==> src/rtl/epp_pkg.sv <==
package epp_pkg;

  typedef enum logic [2:0] {
    ST_IDLE   = 3'd0,
    ST_STROBE = 3'd1,
    ST_WAIT   = 3'd2,
    ST_HOLD   = 3'd3,
    ST_ABORT  = 3'd4
  } epp_state_e;

  localparam logic [2:0] SEL_DATA   = 3'd0;
  localparam logic [2:0] SEL_STATUS = 3'd1;
  localparam logic [2:0] SEL_CTRL   = 3'd2;
  localparam logic [2:0] SEL_EADDR  = 3'd3;
  localparam logic [2:0] SEL_EDATA  = 3'd4;

  localparam int CTRL_DIR_BIT = 5;

  function automatic logic is_epp_sel(input logic [2:0] sel);
    return (sel == SEL_EADDR) || (sel == SEL_EDATA);
  endfunction

  function automatic logic [7:0] status_byte(input logic intr, input logic tmo);
    return {6'b000000, intr, tmo};
  endfunction

  // {strobe_n, autofd_n, init_n} for the standard port when idle
  function automatic logic [2:0] spp_pins(input logic [7:0] ctrl, input logic busy);
    logic [2:0] p;
    p[2] = busy ? 1'b1 : ~ctrl[0];
    p[1] = busy ? 1'b1 : ~ctrl[1];
    p[0] = ctrl[2];
    return p;
  endfunction

  function automatic logic strobe_phase(input epp_state_e st);
    return (st == ST_WAIT) || (st == ST_HOLD);
  endfunction

  function automatic logic timed_phase(input epp_state_e st);
    return (st == ST_STROBE) || (st == ST_WAIT) || (st == ST_HOLD);
  endfunction

endpackage

==> src/rtl/epp_sync.sv <==
module epp_sync #(
  parameter int W = 1,
  parameter logic [W-1:0] RST_VAL = '1
) (
  input  logic         clk,
  input  logic         rst_n,
  input  logic [W-1:0] d,
  output logic [W-1:0] q
);
  logic [W-1:0] meta_q;

  always_ff @(posedge clk or negedge rst_n) begin
    if (!rst_n) begin
      meta_q <= RST_VAL;
      q      <= RST_VAL;
    end else begin
      meta_q <= d;
      q      <= meta_q;
    end
  end
endmodule

==> src/rtl/epp_watchdog.sv <==
module epp_watchdog #(
  parameter int TMO_CYCLES = 2500
) (
  input  logic clk,
  input  logic rst_n,
  input  logic clear,
  input  logic run,
  output logic hit,
  output logic [$clog2(TMO_CYCLES+1)-1:0] count
);
  localparam int CW = $clog2(TMO_CYCLES + 1);
  localparam logic [CW-1:0] LAST = CW'(TMO_CYCLES - 1);

  logic [CW-1:0] cnt_q;

  assign hit   = run && (cnt_q == LAST);
  assign count = cnt_q;

  always_ff @(posedge clk or negedge rst_n) begin
    if (!rst_n)
      cnt_q <= '0;
    else if (clear)
      cnt_q <= '0;
    else if (run && !hit)
      cnt_q <= cnt_q + 1'b1;
  end
endmodule

==> src/rtl/epp_regs.sv <==
module epp_regs
  import epp_pkg::*;
(
  input  logic       clk,
  input  logic       rst_n,
  input  logic       reg_we,
  input  logic [2:0] sel,
  input  logic [7:0] wdata,
  input  logic       epp_load,
  input  logic       tmo_set,
  input  logic       tmo_clr,
  input  logic       rd_cap,
  input  logic [7:0] din,
  input  logic       intr,
  output logic [7:0] ctrl,
  output logic [7:0] data,
  output logic       tmo,
  output logic [7:0] rdata
);
  logic [7:0] ctrl_q, data_q, rd_q;
  logic       tmo_q;

  always_ff @(posedge clk or negedge rst_n) begin
    if (!rst_n) begin
      ctrl_q <= '0;
      data_q <= '0;
      rd_q   <= '0;
      tmo_q  <= 1'b0;
    end else begin
      if (reg_we && sel == SEL_CTRL) ctrl_q <= wdata;
      if ((reg_we && sel == SEL_DATA) || epp_load) data_q <= wdata;
      if (rd_cap) rd_q <= din;
      if (tmo_set)      tmo_q <= 1'b1;
      else if (tmo_clr) tmo_q <= 1'b0;
    end
  end

  always_comb begin
    unique case (sel)
      SEL_DATA:   rdata = ctrl_q[CTRL_DIR_BIT] ? din : data_q;
      SEL_STATUS: rdata = status_byte(intr, tmo_q);
      SEL_CTRL:   rdata = ctrl_q;
      SEL_EADDR,
      SEL_EDATA:  rdata = rd_q;
      default:    rdata = 8'hFF;
    endcase
  end

  assign ctrl = ctrl_q;
  assign data = data_q;
  assign tmo  = tmo_q;
endmodule

==> src/rtl/epp_fsm.sv <==
module epp_fsm
  import epp_pkg::*;
(
  input  logic       clk,
  input  logic       rst_n,
  input  logic       start,
  input  logic       start_wr,
  input  logic       start_addr,
  input  logic       host_idle,
  input  logic       wait_ok,
  input  logic       tmo_hit,
  output epp_state_e state,
  output logic       cyc_write,
  output logic       cyc_addr,
  output logic       ev_abort,
  output logic       ev_done
);
  epp_state_e st_q, st_d;
  logic       wr_q, addr_q;

  always_comb begin
    st_d     = st_q;
    ev_abort = 1'b0;
    ev_done  = 1'b0;
    unique case (st_q)
      ST_IDLE:   if (start) st_d = ST_STROBE;
      ST_STROBE: begin
        if (tmo_hit) begin st_d = ST_ABORT; ev_abort = 1'b1; end
        else st_d = ST_WAIT;
      end
      ST_WAIT: begin
        if (tmo_hit) begin st_d = ST_ABORT; ev_abort = 1'b1; end
        else if (host_idle) begin st_d = ST_IDLE; ev_done = wait_ok; end
        else if (wait_ok) st_d = ST_HOLD;
      end
      ST_HOLD: begin
        if (tmo_hit) begin st_d = ST_ABORT; ev_abort = 1'b1; end
        else if (host_idle) begin st_d = ST_IDLE; ev_done = 1'b1; end
      end
      ST_ABORT:  st_d = ST_IDLE;
      default:   st_d = ST_IDLE;
    endcase
  end

  always_ff @(posedge clk or negedge rst_n) begin
    if (!rst_n) begin
      st_q   <= ST_IDLE;
      wr_q   <= 1'b0;
      addr_q <= 1'b0;
    end else begin
      st_q <= st_d;
      if (st_q == ST_IDLE && start) begin
        wr_q   <= start_wr;
        addr_q <= start_addr;
      end
    end
  end

  assign state     = st_q;
  assign cyc_write = wr_q;
  assign cyc_addr  = addr_q;
endmodule

==> src/rtl/epp_cycle_engine.sv <==
module epp_cycle_engine
  import epp_pkg::*;
#(
  parameter int TMO_CYCLES = 2500
) (
  input  logic       clk,
  input  logic       rst_n,
  input  logic       epp_mode,
  input  logic       host_rd_n,
  input  logic       host_wr_n,
  input  logic [2:0] host_sel,
  input  logic [7:0] host_wdata,
  output logic [7:0] host_rdata,
  output logic       host_rdy,
  output logic [7:0] per_dout,
  input  logic [7:0] per_din,
  output logic       per_oe,
  output logic       per_write_n,
  output logic       per_dstb_n,
  output logic       per_astb_n,
  input  logic       per_wait_n,
  input  logic       per_intr,
  output logic       irq_out,
  output logic       spp_strobe_n,
  output logic       spp_autofd_n,
  output logic       spp_init_n
);
  localparam int CW = $clog2(TMO_CYCLES + 1);

  logic [2:0] sync_in, sync_out;
  logic       rd_s, wr_s, wait_s;
  logic       rd_d, wr_d;
  logic       rd_fall, wr_fall, rd_rise;

  assign sync_in = {host_rd_n, host_wr_n, per_wait_n};

  epp_sync #(.W(3), .RST_VAL(3'b111)) u_sync (
    .clk(clk), .rst_n(rst_n), .d(sync_in), .q(sync_out)
  );
  assign {rd_s, wr_s, wait_s} = sync_out;

  always_ff @(posedge clk or negedge rst_n) begin
    if (!rst_n) begin
      rd_d <= 1'b1;
      wr_d <= 1'b1;
    end else begin
      rd_d <= rd_s;
      wr_d <= wr_s;
    end
  end

  assign rd_fall = rd_d & ~rd_s;
  assign wr_fall = wr_d & ~wr_s;
  assign rd_rise = ~rd_d & rd_s;

  epp_state_e state;
  logic cyc_write, cyc_addr, ev_abort, ev_done;
  logic busy, epp_hit_sel, epp_start, tmo_hit, wd_run;
  logic [CW-1:0] wd_cnt;

  assign busy        = (state != ST_IDLE);
  assign epp_hit_sel = epp_mode && is_epp_sel(host_sel);
  assign epp_start   = (rd_fall | wr_fall) && epp_hit_sel && !busy;
  assign wd_run      = timed_phase(state);

  epp_watchdog #(.TMO_CYCLES(TMO_CYCLES)) u_wdog (
    .clk(clk), .rst_n(rst_n), .clear(epp_start), .run(wd_run),
    .hit(tmo_hit), .count(wd_cnt)
  );

  epp_fsm u_fsm (
    .clk(clk), .rst_n(rst_n),
    .start(epp_start), .start_wr(wr_fall), .start_addr(host_sel == SEL_EADDR),
    .host_idle(rd_s & wr_s), .wait_ok(wait_s), .tmo_hit(tmo_hit),
    .state(state), .cyc_write(cyc_write), .cyc_addr(cyc_addr),
    .ev_abort(ev_abort), .ev_done(ev_done)
  );

  logic [7:0] ctrl, data;
  logic       tmo_flag;
  logic       reg_we, epp_load, rd_cap, tmo_clr;

  assign reg_we   = wr_fall && !busy && !epp_hit_sel;
  assign epp_load = (epp_start && wr_fall) || (ev_done && cyc_write);
  assign rd_cap   = strobe_phase(state) && wait_s && !cyc_write;
  assign tmo_clr  = rd_rise && (host_sel == SEL_STATUS);

  epp_regs u_regs (
    .clk(clk), .rst_n(rst_n), .reg_we(reg_we), .sel(host_sel), .wdata(host_wdata),
    .epp_load(epp_load), .tmo_set(ev_abort), .tmo_clr(tmo_clr), .rd_cap(rd_cap),
    .din(per_din), .intr(per_intr), .ctrl(ctrl), .data(data), .tmo(tmo_flag),
    .rdata(host_rdata)
  );

  logic stb_on;
  assign stb_on     = strobe_phase(state);
  assign per_astb_n = !(stb_on && cyc_addr);
  assign per_dstb_n = !(stb_on && !cyc_addr);
  assign host_rdy   = !(((state == ST_STROBE) || (state == ST_WAIT)) && !wait_s);

  assign per_dout    = data;
  assign per_oe      = ~ctrl[CTRL_DIR_BIT];
  assign per_write_n = ctrl[CTRL_DIR_BIT];
  assign irq_out     = per_intr;
  assign {spp_strobe_n, spp_autofd_n, spp_init_n} = spp_pins(ctrl, busy);
endmodule

==> config.mk <==
export PLATFORM = sky130hd
export DESIGN_NAME = epp_cycle_engine
export DESIGN_NICKNAME = d
export VERILOG_FILES = /design/src/rtl/epp_pkg.sv /design/src/rtl/epp_sync.sv /design/src/rtl/epp_watchdog.sv /design/src/rtl/epp_regs.sv /design/src/rtl/epp_fsm.sv /design/src/rtl/epp_cycle_engine.sv
export SDC_FILE = /design/constraint.sdc
export NUM_CORES = 1
export LEC_CHECK = 0
export BUFFER_PORTS_ARGS = -buffer_cell sky130_fd_sc_hd__clkbuf_2
export CAP_MARGIN = 15
export CORE_ASPECT_RATIO = 1.75
export CORE_MARGIN = 2
export CORE_UTILIZATION = 55
export DETAILED_ROUTE_END_ITERATION = 8
export PLACE_DENSITY = 0.82
export SYNTH_ARGS = -nofsm -noshare
export SYNTH_HDL_FRONTEND = slang
export SYNTH_SLANG_ARGS = --single-unit
==> constraint.sdc <==
create_clock -name clk -period 2.2 [get_ports clk]
set_input_delay 0.11 -clock clk [delete_from_list [all_inputs] [get_ports clk]]
set_output_delay 0.11 -clock clk [all_outputs]
set_load 0.02 [all_outputs]
==> results of run 1 <==
-- how the worst min path moves through the flow --
stage,to,slack [ns],depth (start not counted)
floorplan,u_fsm.cyc_addr,-0.19,0
global route,u_regs.rd_q[1],0.05,2
finish,u_regs.rd_q[3],0.05,2
CTS,u_regs.rd_q[0],0.05,2
detailed placement,u_sync.meta_q[2],0.20,1
global placement,u_regs.rd_q[6],0.20,1
-- through the flow --
stage                     util, %  std cells  cell area, um^2
final                        65.8        337             3040
after global placement       62.1        325             2870
after detailed placement     62.1        325             2870
after CTS                    65.8        337             3040
after global routing         65.8        337             3040
after floorplan                 -        232             2590
-- layout by cell type, fill, tap and decap left out, types with 5 or more instances in the layout --
master / netlist / routed
mux2_2: 10 / 10
nor2_1: 25 / 25
clkbuf_2: 0 / 50
nand2b_1: 11 / 11
dfrtp_1: 42 / 42
a21oi_1: 13 / 13
nand4_1: 7 / 7
nand2_1: 9 / 9
o21ai_0: 5 / 5
mux2_4: 16 / 16
mux2i_1: 6 / 6
xor2_1: 9 / 9
and3_1: 6 / 6
nand3_1: 6 / 6
clkbuf_8: 0 / 5
dfstp_2: 8 / 8
o221ai_1: 5 / 5
inv_1: 5 / 5
-- worst max-delay path, stage by stage (launching register included) --
cell     delay (ns)
dfrtp_1        0.43
ha_1           0.29
nor4b_2        0.20
and3_1         0.20
o22ai_4        0.41
mux2_4         0.34
-- repair_timing --
| action | CTS | global route |
|---|---|---|
| hold endpoints to repair | 24 | 0 |
| hold buffers | 4 | 0 |
| resized for setup | 0 | 0 |
-- routing by layer --
layer | vias up | routed length (um) | global-route usage [%]
li1 | 935 | - | -
met1 | 963 | 2270 | 27.6
met2 | 60 | 3120 | 43.9
met3 | 12 | 234 | 3.15
met4 | 0 | 123 | 8.53
met5 | - | 0 | 0
-- power groups by stage --
| stage | Clock (mW) | Combinational [mW] | Sequential [mW] |
|---|---|---|---|
| after floorplan | 0 | 1.01 | 1.66 |
| after global placement | 0 | 1.39 | 1.67 |
| after detailed placement | 0 | 1.43 | 1.69 |
| after CTS | 0.764 | 1.44 | 1.68 |
| after global routing | 0.797 | 1.57 | 1.74 |
| final | 0.747 | 1.43 | 1.69 |
-- layout make-up --
class / count / area (um^2) / area share, %
Clock buffer: 5 / 68.8 / 2.26
Clock inverter: 3 / 63.8 / 2.10
Inverter: 5 / 18.8 / 0.617
Multi-Input combinational cell: 164 / 1240 / 40.9
Sequential cell: 50 / 1260 / 41.4
Tap cell: 52 / 65.1 / 2.14
Timing Repair Buffer: 58 / 320 / 10.5
-- logic make-up (layout without fill, tap and decap cells) --
| logic type | count (synthesis) | after routing | synth area share [%] |
|---|---|---|---|
| adders and majority gates | 1 | 1 | 0.483 |
| DFF | 50 | 50 | 48.7 |
| muxes | 32 | 32 | 15.9 |
| buffers and inverters | 18 | 71 | 3.28 |
| xor gates and xnor gates | 10 | 10 | 3.38 |
| and+or+nand+nor | 82 | 82 | 17.8 |
| AOI/OAI and AO/OA | 39 | 39 | 10.5 |
-- registers in the layout (all words and copies together), names as in the netlist --
signal and flops:
u_fsm.state 3, u_regs.data 8, u_regs.ctrl 8, u_wdog.count 12, u_regs.rd_q 8, u_fsm.cyc_write 1, u_sync.q 3, u_sync.meta_q 3
wr_d 1, u_regs.tmo 1, rd_d 1, u_fsm.cyc_addr 1
==> key figures, run 1 <==
Worst hold path
  – Hold Path Class: primary input to flip-flop
  – Hold path start: per_din[3]

Power and ir drop
  – Clk pwr share: between 15 and 20%
  – Seq pwr share: a little over two fifths
  – VDD IR max: 0.000801 V
  – Net load switching power: 1.41 mW
  – P_int: between 2 and 2.5 mW
  – Power share of the combinational group: a little under two fifths
  – Net Sw Frac: a little over a third
  – Tot Pwr: slightly below 4 mW
  – Lkg Pwr: 1.43 nW
  – PD cells: between 1000 and 1500 mW/mm^2

Worst setup path
  – Arrival time worst endpoint: 2.17 ns
  – Critical Path RT: 2.39 ns
  – Worst Setup EP: u_regs.data[7]
  – Critical Path Start: u_wdog.count[0]
  – Crit Path Max Fanout: 8
  – R2r setup slk: between 0.2 and 0.25 ns
  – Path type of the worst setup path: flip-flop to flip-flop
  – R2r worst-path depth: 5
  – Reg2reg start: u_wdog.count[0]
  – Reg2reg end: u_regs.data[7]
  – Worst setup SP type: flip-flop
  – Setup crit end kind: flip-flop

Routing
  – Post-DRT Antenna Nets: 0
  – Wirelength, routed: roughly 5800 um
  – Post-route DRC: 0
  – Routed vias/inst: slightly below 6
  – Wire per inst: around 17 um
  – Initial DRC count: ~140
  – Pre-Repair DR Iteration Count: 4
  – Via count: around 2.0k

Yosys
  – Sequential share of the synthesized area: 48.7%
  – Asr flop ratio synth: 100%
  – Synthesis Warnings: 0
  – Avg Synthesized Cell Area: around 11 um^2
  – Ys flop type: dfrtp_1
  – Yosys top cell by area: dfrtp_1
  – Most frequent cells after synthesis: dfrtp_1, nor2_1, mux2_4, a21oi_1, nand2b_1
  – Distinct cell type count after synthesis: 42
  – Post-synth top area share: roughly 40%
  – #FFs+latches synth: 50
  – Most area-consuming cells after synthesis: dfrtp_1, mux2_4, dfstp_2
  – Count leader, synth: dfrtp_1
  – Post-synth net total: 259
  – Number of synthesized flops with an enable pin: 0
  – Mapped Area: between 0.002 and 0.003 mm^2
  – Post-synthesis cell count: 232

CTS
  – Clock transition at path regs: about 0.090 ns
  – Sink Count: 50
  – Clk buf depth: 2
  – Root buf cell: clkbuf_8
  – CTS tree: done
  – CTS HTree Levels: 2
  – Post-CTS Setup Inserts: 0
  – Total CTS buffers: 5
  – Worst-Skew Late Latency: roughly 0.30 ns

Global routing
  – Largest net degree at the start of global routing: 32
  – Antenna violations before repair: 0
  – GRT overflow: 0
  – First-pass GRT wire length: roughly 10000 um
  – Vias in the first global route: about 2.0k
  – All-Layer GR Usage: between 20% and 30%

Timing
  – Final WS setup: ~0.22 ns
  – Period minus WS final: 1.98 ns
  – Least-Margin Pin Slew: approximately 0.75 ns
  – Hold Violations, Final: 0
  – Worst Hold Slack: 0.0519 ns
  – RSZ-0062 raised after global routing: false
  – Slew Limit Fails: 0
  – Relative slew slack: approximately half
  – Clock Skew: 0.00752 ns
  – F_max: 506 MHz
  – Fin crit share: about 90%
  – Fin Setup TNS: 0 ns
  – Final number of setup-violating endpoints: 0

Cells and area
  – Layout cells sized above 1: between 30% and 40%
  – # diodes: 0
  – Fillers: ~360
  – Nets: between 300 and 400
  – Area Overhead vs Synth: 17.4%

Floorplan
  – Initial Util: 56.0%
  – Num rows: 33
  – Die Span Y: approximately 95 um
  – Width of the die: between 50 and 60 um
  – Core Region: approximately 0.0046 mm^2
  – Full die area: 0.00530 mm^2
  – Io pins: 51

Place
  – Placer congestion estimate: approximately 0.86
  – # port buffers: 50
  – Dpl ws: 0.249 ns
  – Detailed placement HPWL: 4260 um

Job
  – MaxCap Viol Count: 0

Outcome
  – Status: finished, final reports clean
No activity file was read; power rests on OpenSTA's default activity.
==> inputs of run 2 (changes only) <==
--- a/config.mk
+++ b/config.mk
@@ -11,4 +11,5 @@
 export CORE_MARGIN = 2
 export CORE_UTILIZATION = 55
+export CTS_CLUSTER_SIZE = 12
 export DETAILED_ROUTE_END_ITERATION = 8
 export PLACE_DENSITY = 0.82
==> constraint.sdc (replaced) <==
create_clock -name clk -period 2.2 [get_ports clk]
set_input_delay 0.11 -clock clk [delete_from_list [all_inputs] [get_ports clk]]
set_output_delay 0.11 -clock clk [all_outputs]
set_load 0.05 [all_outputs]
==> run 2 against run 1 <==
Net effect: cell count shrank 0.59%; register-to-register slack is essentially flat; clock skew grew 0.00052 ns; global-route usage shrank 0.32 points; worst hold slack gained 0.0060 ns; flip-flop and latch count is the same; non-clock buffer count shrank 1; sequential share of layout area shrank 0.051 points; core utilization grew 0.081 points; worst setup slack lost 0.085 ns; critical endpoint is now host_rdata[0]; first-iteration DRC count shrank 18%; count of clock-buffer cells in the layout grew 1.
==> key figures, run 2 (synthesized netlist as in run 1, its figures left out) <==
Power and ir drop
  – Lkg Pwr: approximately 1.4 nW
  – PD cells: 1360 mW/mm^2
  – VDD IR max: slightly above 0.0009 V

Global routing
  – Antenna violations before repair: 0
  – All-Layer GR Usage: about a quarter
  – Vias in the first global route: between 2k and 2.5k
  – First-pass GRT wire length: 9570 um
  – Largest net degree at the start of global routing: 24
  – GRT overflow: 0

Timing
  – RSZ-0062 raised after global routing: false
  – Least-Margin Pin Slew: ~0.51 ns
  – Fin Setup TNS: 0 ns
  – Final number of setup-violating endpoints: 0
  – Worst Hold Slack: 0.0578 ns
  – Clock Skew: 0.00804 ns
  – Hold Violations, Final: 0
  – Period minus WS final: around 2.1 ns
  – Slew Limit Fails: 0
  – Relative slew slack: 65.7%
  – F_max: between 400 and 500 MHz
  – Fin crit share: between 90% and 100%

Worst hold path
  – Hold Path Class: primary input to flip-flop
  – WHS Path Cells: 2
  – Hold Path End: u_regs.rd_q[3]
  – Hold path start: per_din[3]

Worst setup path
  – R2r worst-path depth: 5
  – Critical Path RT: between 2 and 2.5 ns
  – Reg2reg end: u_regs.data[7]
  – Path type of the worst setup path: flip-flop to output pin
  – Worst setup SP type: flip-flop
  – Reg2reg start: u_wdog.count[0]
  – Setup crit end kind: output pin
  – R2r setup slk: between 0.2 and 0.25 ns
  – Crit Path Max Fanout: 10
  – Arrival time worst endpoint: between 1.5 and 2 ns

CTS
  – CTS HTree Levels: 2
  – Worst-Skew Late Latency: approximately 0.3 ns
  – Sink Count: 50
  – Clk buf depth: 2
  – Total CTS buffers: 5
  – Root buf cell: clkbuf_8
  – Clock transition at path regs: 0.08 ns
  – CTS tree: done

Cells and area
  – Area Overhead vs Synth: 17.6%
  – Filler-free cell count of the finished design: ~340
  – Fillers: around 370
  – Commonest cells after routing, fill and taps aside: clkbuf_2, dfrtp_1, nor2_1
  – Nets: 310
  – Max FFs per register: 12
  – # diodes: 0
  – Commonest non-fill, non-tap cell in the layout: clkbuf_2
  – Layout cells sized above 1: between 30% and 40%

Floorplan
  – Num rows: 33
  – Width of the die: around 56 um
  – Core Region: approximately 0.0046 mm^2
  – Die Span Y: about 95 um
  – Initial Util: roughly 56%
  – Io pins: 51
  – Full die area: ~0.0053 mm^2

Routing
  – Via count: 1979
  – Wire per inst: 17.6 um
  – Initial DRC count: 114
  – Post-route DRC: 0
  – Pre-Repair DR Iteration Count: 4
  – Wirelength, routed: between 5000 and 6000 um
  – Post-DRT Antenna Nets: 0
  – Routed vias/inst: roughly 5.9

Place
  – Cells after DPL: around 320
  – Detailed placement HPWL: 4350 um
  – Placer congestion estimate: just over 0.8
  – # port buffers: 50

Outcome
  – Status: finished, final reports clean

Job
  – MaxCap Viol Count: 0
run 2: cell types whose count changed in the layout (fill, tap and decap cells not counted):
cell / change
a21oi_1: -5
a21oi_2: +5
bufinv_16: -1
buf_4: -1
clkinv_1: -1
a31oi_1: -2
a31oi_2: +2
clkbuf_8: +1
run 2: worst max-delay path by stage:
stage	slack, ns	depth (start not counted)	end	startpoint
after global routing	0.04	4	host_rdata[0]	u_regs.ctrl[5]
after detailed placement	0.23	5	u_regs.data[7]	u_wdog.count[0]
after global placement	0.28	5	u_regs.data[7]	u_wdog.count[0]
final	0.14	4	host_rdata[0]	u_regs.ctrl[5]
after CTS	0.12	4	host_rdata[0]	u_regs.ctrl[5]
after floorplan	0.07	5	host_rdata[5]	u_regs.ctrl[5]
run 2: metrics by stage:
step	total power, mW	setup WS [ns]	utilization, %	area, um^2
global route	4.37	0.0397	65.9	3050
floorplan	3.07	0.0704	-	2620
detailed placement	3.51	0.233	62.6	2890
global placement	3.45	0.281	62.6	2890
CTS	4.18	0.122	65.9	3050
finish	4.15	0.139	65.9	3050
run 2: worst max-delay path, cell delays in order (launching register included):
cell and delay, ns:
dfrtp_1 0.67, mux2_2 0.39, o21ai_0 0.20, a31oi_2 0.12, clkbuf_2 0.27
run 2: area by class of cell:
type	count	area, um^2	share of cell area [%]
clock buffers	6	82.6	2.71
clock inverters	1	30.0	0.986
inverters	5	18.8	0.616
multi-input cells	164	1280	41.9
flip-flops and latches	50	1260	41.4
well taps	52	65.1	2.14
repair buffers	57	313	10.3
run 2: what timing repair did:
| item | 4_1_cts | 5_1_grt |
|---|---|---|
| gates resized for setup | 0 | 0 |
| buffers inserted | 0 | 0 |
| hold endpoints to repair | 22 | 0 |
| hold buffers | 4 | 0 |
run 2: where the power goes:
part | leakage (nW) | switching, mW | internal (mW)
Clock | 0.0573 | 0.284 | 0.364
Sequential | 0.596 | 0.399 | 1.29
Combinational | 0.772 | 1.09 | 0.726
Total | 1.43 | 1.77 | 2.38
run 2: per-layer routing:
layer	up-vias	routed length [um]	track usage [%]
met5	-	0	0
met4	0	188	11.7
met3	17	182	3.29
met2	58	3230	43.9
met1	976	2280	25.2
li1	928	-	-
==> inputs of run 3 (changes only) <==
==> constraint.sdc (replaced) <==
create_clock -name clk -period 2.2 [get_ports clk]
set_input_delay 0.22 -clock clk [delete_from_list [all_inputs] [get_ports clk]]
set_output_delay 0.22 -clock clk [all_outputs]
set_load 0.05 [all_outputs]
==> run 3 against run 2 <==
Net effect: cell area increased by 0.33%; clock power decreased by 2%; non-clock buffer count unchanged; core utilization increased by 0.22 points; global-route usage increased by 0.56 points; critical path type unchanged.
==> key figures, run 3 (synthesized netlist as in run 1, its figures left out) <==
Power and ir drop
  – Net Sw Frac: 43.2%
  – Seq pwr share: 40.5%
  – Net load switching power: between 1.5 and 2 mW
  – Tot Pwr: roughly 4.1 mW
  – VDD IR max: about 0.0010 V
  – Power share of the combinational group: between 40% and 50%
  – PD cells: 1360 mW/mm^2
  – Lkg Pwr: ~1.4 nW
  – P_int: about 2.4 mW
  – Clk pwr share: about 15%

Global routing
  – GRT overflow: 0
  – Largest net degree at the start of global routing: 28
  – All-Layer GR Usage: a little under a quarter
  – Vias in the first global route: ~2k
  – Antenna violations before repair: 0
  – First-pass GRT wire length: 9780 um

Worst setup path
  – Path type of the worst setup path: flip-flop to output pin
  – Critical Path RT: roughly 2 ns
  – Max incr delay on CP: between 0.5 and 0.6 ns
  – Worst setup SP type: flip-flop
  – Crit Path Max Fanout: 10
  – R2r worst-path depth: 4
  – Setup crit end kind: output pin
  – Arrival time worst endpoint: about 1.9 ns
  – Critical-path cell list: mux2_2 -> o21ai_0 -> a31oi_2 -> clkbuf_2
  – CP max stage cell: dfrtp_2

Cells and area
  – Util after Layout: 66.1%
  – Area Overhead vs Synth: 18.0%
  – Commonest non-fill, non-tap cell in the layout: clkbuf_2
  – # diodes: 0
  – Layout cells sized above 1: 38.7%
  – Commonest cells after routing, fill and taps aside: clkbuf_2, dfrtp_1, nor2_1
  – Nets: between 300 and 400
  – Max FFs per register: 12

Timing
  – Period minus WS final: just over 2 ns
  – Fin crit share: around 94%
  – Slew Limit Fails: 0
  – Clock Skew: around 0.013 ns
  – Hold Violations, Final: 0
  – RSZ-0062 raised after global routing: false
  – F_max: approximately 480 MHz
  – Fin Setup TNS: 0 ns
  – Final number of setup-violating endpoints: 0
  – Relative slew slack: between 50% and 60%
  – Least-Margin Pin Slew: ~0.62 ns

Outcome
  – Status: finished, final reports clean

CTS
  – Root buf cell: clkbuf_8
  – Sink Count: 50
  – CTS HTree Levels: 2
  – Total CTS buffers: 5
  – CTS tree: done
  – Worst-Skew Late Latency: roughly 0.31 ns
  – Clk buf depth: 2
  – Post-CTS Setup Inserts: 0
  – Clock transition at path regs: about 0.10 ns

Floorplan
  – Core Region: 0.00462 mm^2
  – Num rows: 33
  – Width of the die: 55.9 um
  – Die Span Y: 94.8 um
  – Initial Util: a little under three fifths
  – Full die area: 0.00530 mm^2
  – Io pins: 51

Place
  – # port buffers: 50
  – Detailed placement HPWL: approximately 4400 um
  – Placer congestion estimate: 0.867

Routing
  – Wirelength, routed: a little under 6000 um
  – Post-DRT Antenna Nets: 0
  – Initial DRC count: 100
  – Post-route DRC: 0
  – Via count: 1994
  – Pre-Repair DR Iteration Count: 4
  – Routed vias/inst: 5.93
  – Wire per inst: between 15 and 20 um

Job
  – MaxCap Viol Count: 0

Worst hold path
  – Hold Path Class: primary input to flip-flop
  – WHS Path Cells: 2
[run 3: changes by cell type in the layout (fill, tap and decap cells not counted), sizes merged]
cell / previous run / this run
clkinv: 0 / 2
clkbuf: 56 / 55
[run 3: timing repair]
item	in CTS	in global routing
hold buffers	4	0
endpoints found under the hold margin	26	0
endpoints found under the setup margin	1	0
gates resized for setup	1	0
[run 3: critical path, delay by kind of cell, from the launching register on]
kind,cells,cell delay (ns)
multiplexers,1,0.37
AO/OA/AOI/OAI,2,0.35
buffers and inverters,1,0.27
flip-flops,1,0.55
[run 3: routing by layer]
metal  share of wire (%)  vias up  track usage (%)  wire [um]
met5                   0        -                0          0
met4                 2.8        0             9.33        162
met3                 3.5       14             3.42        206
met2                  57       52             46.1       3330
met1                  37     1001             25.9       2180
li1                    -      927                -          -
[run 3: layout make-up]
type	instances	area [um^2]
inverters	5	18.8
fillers	405	1570
well taps	52	65.1
multi-input cells	164	1280
repair buffers	57	325
clock buffers	5	68.8
flip-flops and latches	50	1260
clock inverters	3	40.0
[run 3: per-stage QoR]
step / setup WS, ns / area, um^2 / hold WS [ns] / instances
2_1_floorplan: 0.138 / 2620 / -0.0756 / 232
3_3_place_gp: 0.265 / 2910 / 0.253 / 324
3_5_place_dp: 0.220 / 2910 / 0.258 / 324
4_1_cts: 0.116 / 3060 / 0.156 / 336
5_1_grt: 0.0663 / 3060 / 0.161 / 336
6_report: 0.123 / 3060 / 0.157 / 336
[run 3: final timing paths]
check | startpoint | end | slack, ns
hold / removal | per_din[6] | u_regs.rd_q[6] | 0.16
min in group asynchronous | rst_n | u_regs.rd_q[4] | 0.45
max in group asynchronous | rst_n | rd_d | 1.11
hold reg to reg | u_sync.meta_q[2] | u_sync.q[2] | 0.36
setup / recovery | u_regs.ctrl[5] | host_rdata[0] | 0.12
setup reg to reg | u_fsm.state[0] | u_regs.ctrl[0] | 0.22
[run 3: power by group through the flow]
| stage | registers, mW | logic, mW | clock network, mW |
|---|---|---|---|
| 2_1_floorplan | 1.87 | 1.20 | 0 |
| 3_3_place_gp | 1.67 | 1.78 | 0 |
| 3_5_place_dp | 1.69 | 1.83 | 0 |
| 4_1_cts | 1.68 | 1.85 | 0.641 |
| 5_1_grt | 1.73 | 1.97 | 0.672 |
| 6_report | 1.68 | 1.83 | 0.635 |
